[src/rtl/lsUsbTxPkg.sv]
package lsUsbTxPkg;
  localparam int BYTE_W = 8;
  localparam logic [BYTE_W-1:0] SYNC_BYTE = 8'h80;
  localparam logic [BYTE_W-1:0] PID_ACK = 8'hD2;
  localparam logic [BYTE_W-1:0] PID_NAK = 8'h5A;

  typedef enum logic [2:0] {
    ST_IDLE, ST_ARM, ST_LEAD, ST_SEND, ST_EOP, ST_TAIL
  } txState_t;

  // strobes from control to datapath
  typedef struct packed {
    logic loadSync;
    logic emit;
    logic loadNext;
    logic useFetch;
    logic driveSe0;
    logic driveJ;
    logic oeOn;
    logic oeOff;
    logic commit;
  } txStrobes_t;
endpackage

[src/rtl/lsUsbTxControl.sv]
module lsUsbTxControl
  import lsUsbTxPkg::*;
#(
  parameter int BIT_CLKS  = 10,
  parameter int MIN_BYTES = 2,
  parameter int MAX_BYTES = 12
) (
  input  logic                           clk,
  input  logic                           rst_n,
  input  logic                           start,
  input  logic [$clog2(MAX_BYTES+1)-1:0] byteCount,
  input  logic                           hsAck,
  input  logic                           hsNak,
  input  logic                           stuffNow,
  output txStrobes_t                     stb,
  output logic                           fetchReq,
  output logic [BYTE_W-1:0]              hsPid,
  output logic                           busy,
  output logic                           done
);
  localparam int CNT_W = $clog2(MAX_BYTES+1);
  localparam int BC_W  = $clog2(BIT_CLKS);
  localparam logic [CNT_W-1:0] ONE_C = CNT_W'(1);

  txState_t state;
  logic [BC_W-1:0]  bitCnt;
  logic [2:0]       bitIdx;
  logic [CNT_W-1:0] bytesLeft;
  logic             isHs, isNak, lastSent;

  logic wrap, hsAny, countOk, go, consume, finish;

  assign wrap    = (state != ST_IDLE) && (bitCnt == BC_W'(BIT_CLKS-1));
  assign hsAny   = hsAck | hsNak;
  assign countOk = (byteCount >= CNT_W'(MIN_BYTES)) && (byteCount <= CNT_W'(MAX_BYTES));
  assign go      = (state == ST_IDLE) && (hsAny || (start && countOk));
  assign consume = !stuffNow && (bitIdx == 3'd7) && (bytesLeft != '0);
  assign finish  = (state == ST_SEND) && wrap && lastSent && !stuffNow;
  assign hsPid   = isNak ? PID_NAK : PID_ACK;
  assign busy    = (state != ST_IDLE);

  always_comb begin
    stb = '0;
    unique case (state)
      ST_IDLE: stb.loadSync = go;
      ST_ARM:  stb.oeOn     = wrap;
      ST_LEAD: stb.emit     = wrap;
      ST_SEND: begin
        stb.emit     = wrap && !finish;
        stb.driveSe0 = finish;
        stb.commit   = finish && !isHs;
      end
      ST_EOP:  stb.driveJ   = wrap && bitIdx[0];
      ST_TAIL: stb.oeOff    = wrap;
      default: stb = '0;
    endcase
    if (stb.emit && consume) begin
      stb.loadNext = 1'b1;
      stb.useFetch = !isHs;
    end
    fetchReq = stb.loadNext && !isHs;
  end

  always_ff @(posedge clk) begin
    if (!rst_n) begin
      state     <= ST_IDLE;
      bitCnt    <= '0;
      bitIdx    <= '0;
      bytesLeft <= '0;
      isHs      <= 1'b0;
      isNak     <= 1'b0;
      lastSent  <= 1'b0;
      done      <= 1'b0;
    end else begin
      done   <= 1'b0;
      bitCnt <= (state == ST_IDLE || wrap) ? '0 : bitCnt + BC_W'(1);
      unique case (state)
        ST_IDLE: if (go) begin
          isHs      <= hsAny;
          isNak     <= !hsAck && hsNak;
          bytesLeft <= hsAny ? ONE_C : byteCount - ONE_C;
          bitIdx    <= '0;
          lastSent  <= 1'b0;
          state     <= ST_ARM;
        end
        ST_ARM:  if (wrap) state <= ST_LEAD;
        ST_LEAD: if (wrap) begin
          bitIdx <= 3'd1;
          state  <= ST_SEND;
        end
        ST_SEND: if (finish) begin
          bitIdx <= '0;
          state  <= ST_EOP;
        end else if (wrap && !stuffNow) begin
          bitIdx <= bitIdx + 3'd1;
          if (bitIdx == 3'd7) begin
            if (bytesLeft != '0) bytesLeft <= bytesLeft - ONE_C;
            else                 lastSent  <= 1'b1;
          end
        end
        ST_EOP: if (wrap) begin
          if (bitIdx[0]) state <= ST_TAIL;
          else           bitIdx <= 3'd1;
        end
        ST_TAIL: if (wrap) begin
          state <= ST_IDLE;
          done  <= 1'b1;
        end
        default: state <= ST_IDLE;
      endcase
    end
  end
endmodule

[src/rtl/lsUsbTxDatapath.sv]
module lsUsbTxDatapath
  import lsUsbTxPkg::*;
#(
  parameter int RUN_LIMIT = 6,
  parameter int ADDR_W    = 7
) (
  input  logic              clk,
  input  logic              rst_n,
  input  txStrobes_t        stb,
  input  logic [BYTE_W-1:0] fetchData,
  input  logic [BYTE_W-1:0] hsPid,
  input  logic [ADDR_W-1:0] newAddr,
  output logic              stuffNow,
  output logic              dPlus,
  output logic              dMinus,
  output logic              lineOe,
  output logic [ADDR_W-1:0] devAddr
);
  localparam int RL_W = $clog2(RUN_LIMIT+1);

  logic [BYTE_W-1:0] shreg;
  logic [RL_W-1:0]   runLen;
  logic              lineK, se0;

  assign stuffNow = (runLen == RL_W'(RUN_LIMIT));
  assign dPlus    = !se0 && lineK;
  assign dMinus   = !se0 && !lineK;

  always_ff @(posedge clk) begin
    if (!rst_n) begin
      shreg   <= '0;
      runLen  <= '0;
      lineK   <= 1'b0;
      se0     <= 1'b0;
      lineOe  <= 1'b0;
      devAddr <= '0;
    end else begin
      if (stb.loadSync) begin
        shreg  <= SYNC_BYTE;
        runLen <= '0;
        lineK  <= 1'b0;
        se0    <= 1'b0;
      end
      if (stb.emit) begin
        if (stuffNow) begin
          lineK  <= !lineK;
          runLen <= '0;
        end else begin
          if (!shreg[0]) begin
            lineK  <= !lineK;
            runLen <= '0;
          end else begin
            runLen <= runLen + RL_W'(1);
          end
          shreg <= stb.loadNext ? (stb.useFetch ? fetchData : hsPid)
                                : {1'b0, shreg[BYTE_W-1:1]};
        end
      end
      if (stb.driveSe0) se0 <= 1'b1;
      if (stb.driveJ) begin
        se0   <= 1'b0;
        lineK <= 1'b0;
      end
      if (stb.oeOn)   lineOe  <= 1'b1;
      if (stb.oeOff)  lineOe  <= 1'b0;
      if (stb.commit) devAddr <= newAddr;
    end
  end
endmodule

[src/rtl/lsUsbTx.sv]
module lsUsbTx
  import lsUsbTxPkg::*;
#(
  parameter int BIT_CLKS  = 10,
  parameter int MIN_BYTES = 2,
  parameter int MAX_BYTES = 12,
  parameter int RUN_LIMIT = 6,
  parameter int ADDR_W    = 7
) (
  input  logic                           clk,
  input  logic                           rst_n,
  input  logic                           start,
  input  logic [$clog2(MAX_BYTES+1)-1:0] byteCount,
  output logic                           fetchReq,
  input  logic [7:0]                     fetchData,
  input  logic                           hsAck,
  input  logic                           hsNak,
  input  logic [ADDR_W-1:0]              newAddr,
  output logic [ADDR_W-1:0]              devAddr,
  output logic                           dPlus,
  output logic                           dMinus,
  output logic                           lineOe,
  output logic                           busy,
  output logic                           done
);
  txStrobes_t        stb;
  logic              stuffNow;
  logic [BYTE_W-1:0] hsPid;

  lsUsbTxControl #(.BIT_CLKS(BIT_CLKS), .MIN_BYTES(MIN_BYTES), .MAX_BYTES(MAX_BYTES)) i_ctrl (
    .clk(clk), .rst_n(rst_n), .start(start), .byteCount(byteCount),
    .hsAck(hsAck), .hsNak(hsNak), .stuffNow(stuffNow), .stb(stb),
    .fetchReq(fetchReq), .hsPid(hsPid), .busy(busy), .done(done)
  );

  lsUsbTxDatapath #(.RUN_LIMIT(RUN_LIMIT), .ADDR_W(ADDR_W)) i_dp (
    .clk(clk), .rst_n(rst_n), .stb(stb), .fetchData(fetchData), .hsPid(hsPid),
    .newAddr(newAddr), .stuffNow(stuffNow), .dPlus(dPlus), .dMinus(dMinus),
    .lineOe(lineOe), .devAddr(devAddr)
  );
endmodule

[config.mk]
export PLATFORM = sky130hd
export DESIGN_NAME = lsUsbTx
export DESIGN_NICKNAME = d
export VERILOG_FILES = /design/src/rtl/lsUsbTxPkg.sv /design/src/rtl/lsUsbTxControl.sv /design/src/rtl/lsUsbTxDatapath.sv /design/src/rtl/lsUsbTx.sv
export SDC_FILE = /design/constraint.sdc
export NUM_CORES = 1
export LEC_CHECK = 0
export ABC_AREA = 1
export BUFFER_PORTS_ARGS = -buffer_cell sky130_fd_sc_hd__buf_2
export CAP_MARGIN = 20
export CORE_MARGIN = 1.5
export CORE_UTILIZATION = 40
export DETAILED_ROUTE_END_ITERATION = 12
export PLACE_DENSITY = 0.66
export SLEW_MARGIN = 20
export SYNTH_ARGS = -nofsm -noshare
export SYNTH_HDL_FRONTEND = slang
export SYNTH_SLANG_ARGS = --single-unit
[constraint.sdc]
create_clock -name clk -period 4.5 [get_ports clk]
set_clock_uncertainty 0.05 [all_clocks]
set_input_delay 0.225 -clock clk [delete_from_list [all_inputs] [get_ports clk]]
set_output_delay 0.225 -clock clk [all_outputs]
set_load 0.02 [all_outputs]
==> results.json <==
{
  "worst_pin_slew_ns": 0.543,
  "crit_path_end_kind": "output pin",
  "remaining_drc_errors": 0,
  "gr-usage-met3_pct": 5.12,
  "critPathArrivalTime_ns": 2.07,
  "syn_area_um2": 2270,
  "reg2reg_to": "i_dp.runLen[2]",
  "post_cts_buffers": 0,
  "rr_worst_depth": 9,
  "tns_ns": 0,
  "clock_path_buffers": 2,
  "core_um2": 5510,
  "final_antenna_net_count": 0,
  "antenna_found_initial": 0,
  "cts.clk_slew.worst_paths_ns": 0.07,
  "vias": 2059,
  "grt_max_degree": 25,
  "num_rows": 27,
  "final_common_cell": "nand2_1",
  "syn_to_final_growth_pct": 12.7,
  "die_area_um2": 6140,
  "port-buffer-count": 36,
  "path_common_cell": "inv_1",
  "start_kind": "flop",
  "postCtsHoldBufs": 0,
  "finalHoldWorstSlack_ns": 0.160,
  "cts_sinks": 39,
  "min_to": "i_ctrl.isNak",
  "cts_tree": "done",
  "ys_types": 38,
  "start_util_pct": 41.3,
  "yosys_warnings": 0,
  "diodes": 0,
  "cts_resized": 0,
  "rsz0062_at_grt": "false",
  "slew_viol_final": 0,
  "status": "complete, no violations",
  "hold_class": "in2reg",
  "fin_nets": 375,
  "hold_violations": 0,
  "worst_path_max_delay_cell": "nor3_4",
  "irDropWorstVdd_v": 0.000161,
  "die_w_um": 78.4,
  "slowest_delay_ns": 0.38,
  "grt_pass1_vias": 1877,
  "gp_congestion": 0.805,
  "wl_per_cell_um": 11.2,
  "critPathRequiredTime_ns": 4.22,
  "htreeDepth": 2,
  "critical_path.cell_chain": "inv_1 -> ha_1 -> nand2_1 -> inv_1 -> nor3_4 -> nand2_2 -> nor2_1 -> buf_2",
  "period_share_pct": 52.0,
  "drt_iter0_markers": 103,
  "fmaxAchievable_mhz": 427,
  "ios": 37,
  "hp-start": "hsAck",
  "slew_headroom_pct": 63.7,
  "viasPerCell": 4.96,
  "path_max_fanout": 9,
  "wl_mm": 4.65,
  "numCtsBuffers": 5,
  "synth_area_per_cell_um2": 7.38,
  "final_cell_area_um2": 2560,
  "fp.dieH_um": 78.4,
  "dr.pass1.iters": 4,
  "max_cap_viol_count": 0,
  "r2r_slack_ns": 2.57,
  "p_leak_nw": 1.15,
  "mostFrequentLayoutCells": "nand2_1 (55), dfxtp_1 (39), inv_1 (38)",
  "p_per_area_nw_per_um2": 430,
  "synth_seq_cells": 39,
  "whs_path_depth": 3,
  "crit_type": "reg2out",
  "grt-ovfl-total": 0,
  "ys_seq_area_share_pct": 34.3,
  "min_period_ns": 2.34,
  "grt_use_met2_pct": 28.3,
  "crit_family": "simple AND/OR/NAND/NOR gates",
  "path_buf_inv": 3,
  "synth_cells": 308,
  "grt_pass1_wl_mm": 8.12,
  "busiest_layer": "met2",
  "synth_nets": 341,
  "placed_cell_area_um2": 2480,
  "reg2reg_from": "i_dp.runLen[0]",
  "clk_latency_ns": 0.29,
  "finalSetupViolations": 0,
  "dp_hpwl_mm": 3.57,
  "drive_above_1_share_pct": 21.0,
  "grt_usage_pct": 16.5,
  "cts_root_buf": "clkbuf_8",
  "met1_usage_pct": 20.2
}
-- logic make-up (layout without fill, tap and decap cells) --
logic type | count (synthesis) | in the layout | synth area share (%)
buffers and inverters | 52 | 87 | 10.2
xor gates and xnor gates | 5 | 5 | 1.93
AOI/OAI and AO/OA | 65 | 65 | 17.4
DFF | 39 | 39 | 34.3
adders and majority gates | 9 | 9 | 4.95
and+or+nand+nor | 138 | 138 | 31.2
-- worst max path at each step --
| stage | cells past startpoint | startpoint | endpoint |
|---|---|---|---|
| 2_1_floorplan | 7 | i_dp.runLen[0] | fetchReq |
| 5_1_grt | 8 | i_dp.runLen[0] | fetchReq |
| 3_3_place_gp | 8 | i_dp.runLen[0] | fetchReq |
| 4_1_cts | 8 | i_dp.runLen[0] | fetchReq |
| 6_report | 8 | i_dp.runLen[0] | fetchReq |
| 3_5_place_dp | 8 | i_dp.runLen[0] | fetchReq |
-- area by class of cell --
class	count	area [um^2]
clock buffers	7	76.3
clock inverters	1	5.00
fillers	548	2950
inverters	43	168
multi-input cells	217	1260
flip-flops and latches	39	781
well taps	72	90.1
repair buffers	36	180
-- cells in the mapped netlist (all sizes together) --
library cell   n  area share [%]
nand4          8             2.5
o22ai          1            0.28
buf            7             2.5
nor2          38             8.3
inv           42             7.2
ha             9             5.0
nand3         22             5.9
xnor2          1            0.39
a22oi          3            0.99
xor2           4             1.5
nor3           2            0.94
o21ai         21             4.8
clkbuf         2            0.33
nand3b         5             1.7
o211ai         3             1.2
clkinv         1            0.22
nand2         63              12
a31oi          1            0.28
dfxtp         39              34
o2111ai        2             1.5
a21oi         34             8.3
-- per-stage QoR --
step / utilization [%] / setup slack (ns) / total power [mW] / instances
global placement: 45.0 / 2.55 / 0.880 / 407
finish: 46.5 / 2.16 / 1.10 / 415
floorplan: - / 2.61 / 0.801 / 308
detailed placement: 45.0 / 2.50 / 0.886 / 407
CTS: 46.5 / 2.16 / 1.12 / 415
global route: 46.5 / 1.99 / 1.20 / 415
-- metal layers --
metal  share of wire (%)  vias to the layer above
met3                 5.8                        5
met2                  45                       47
met1                  48                      930
li1                    -                     1077
met4                0.77                        0
met5                   0                        -
-- sequential cells by signal, summed over array words and instances (netlist names) --
| signal | cells |
|---|---|
| i_dp.shreg | 8 |
| i_dp.devAddr | 7 |
| i_ctrl.bitCnt | 4 |
| i_ctrl.bytesLeft | 4 |
| i_ctrl.bitIdx | 3 |
| i_ctrl.state | 3 |
| i_dp.runLen | 3 |
| i_ctrl.done | 1 |
| i_ctrl.isHs | 1 |
| i_ctrl.isNak | 1 |
| i_ctrl.lastSent | 1 |
| i_dp.lineK | 1 |
| i_dp.lineOe | 1 |
| i_dp.se0 | 1 |
-- worst register-to-register path: stages, from the launching register on --
cell	delay (ns)
dfxtp_1	0.36
inv_1	0.07
ha_1	0.19
nand2_1	0.14
inv_1	0.17
nor2_8	0.20
o2111ai_4	0.25
inv_2	0.21
nand3_1	0.08
a21oi_1	0.14
-- power breakdown --
group | internal [mW] | switching (mW)
logic | 0.137 | 0.286
registers | 0.395 | 0.0587
clock network | 0.109 | 0.116
Note: power is estimated with default switching activity, not from simulation.
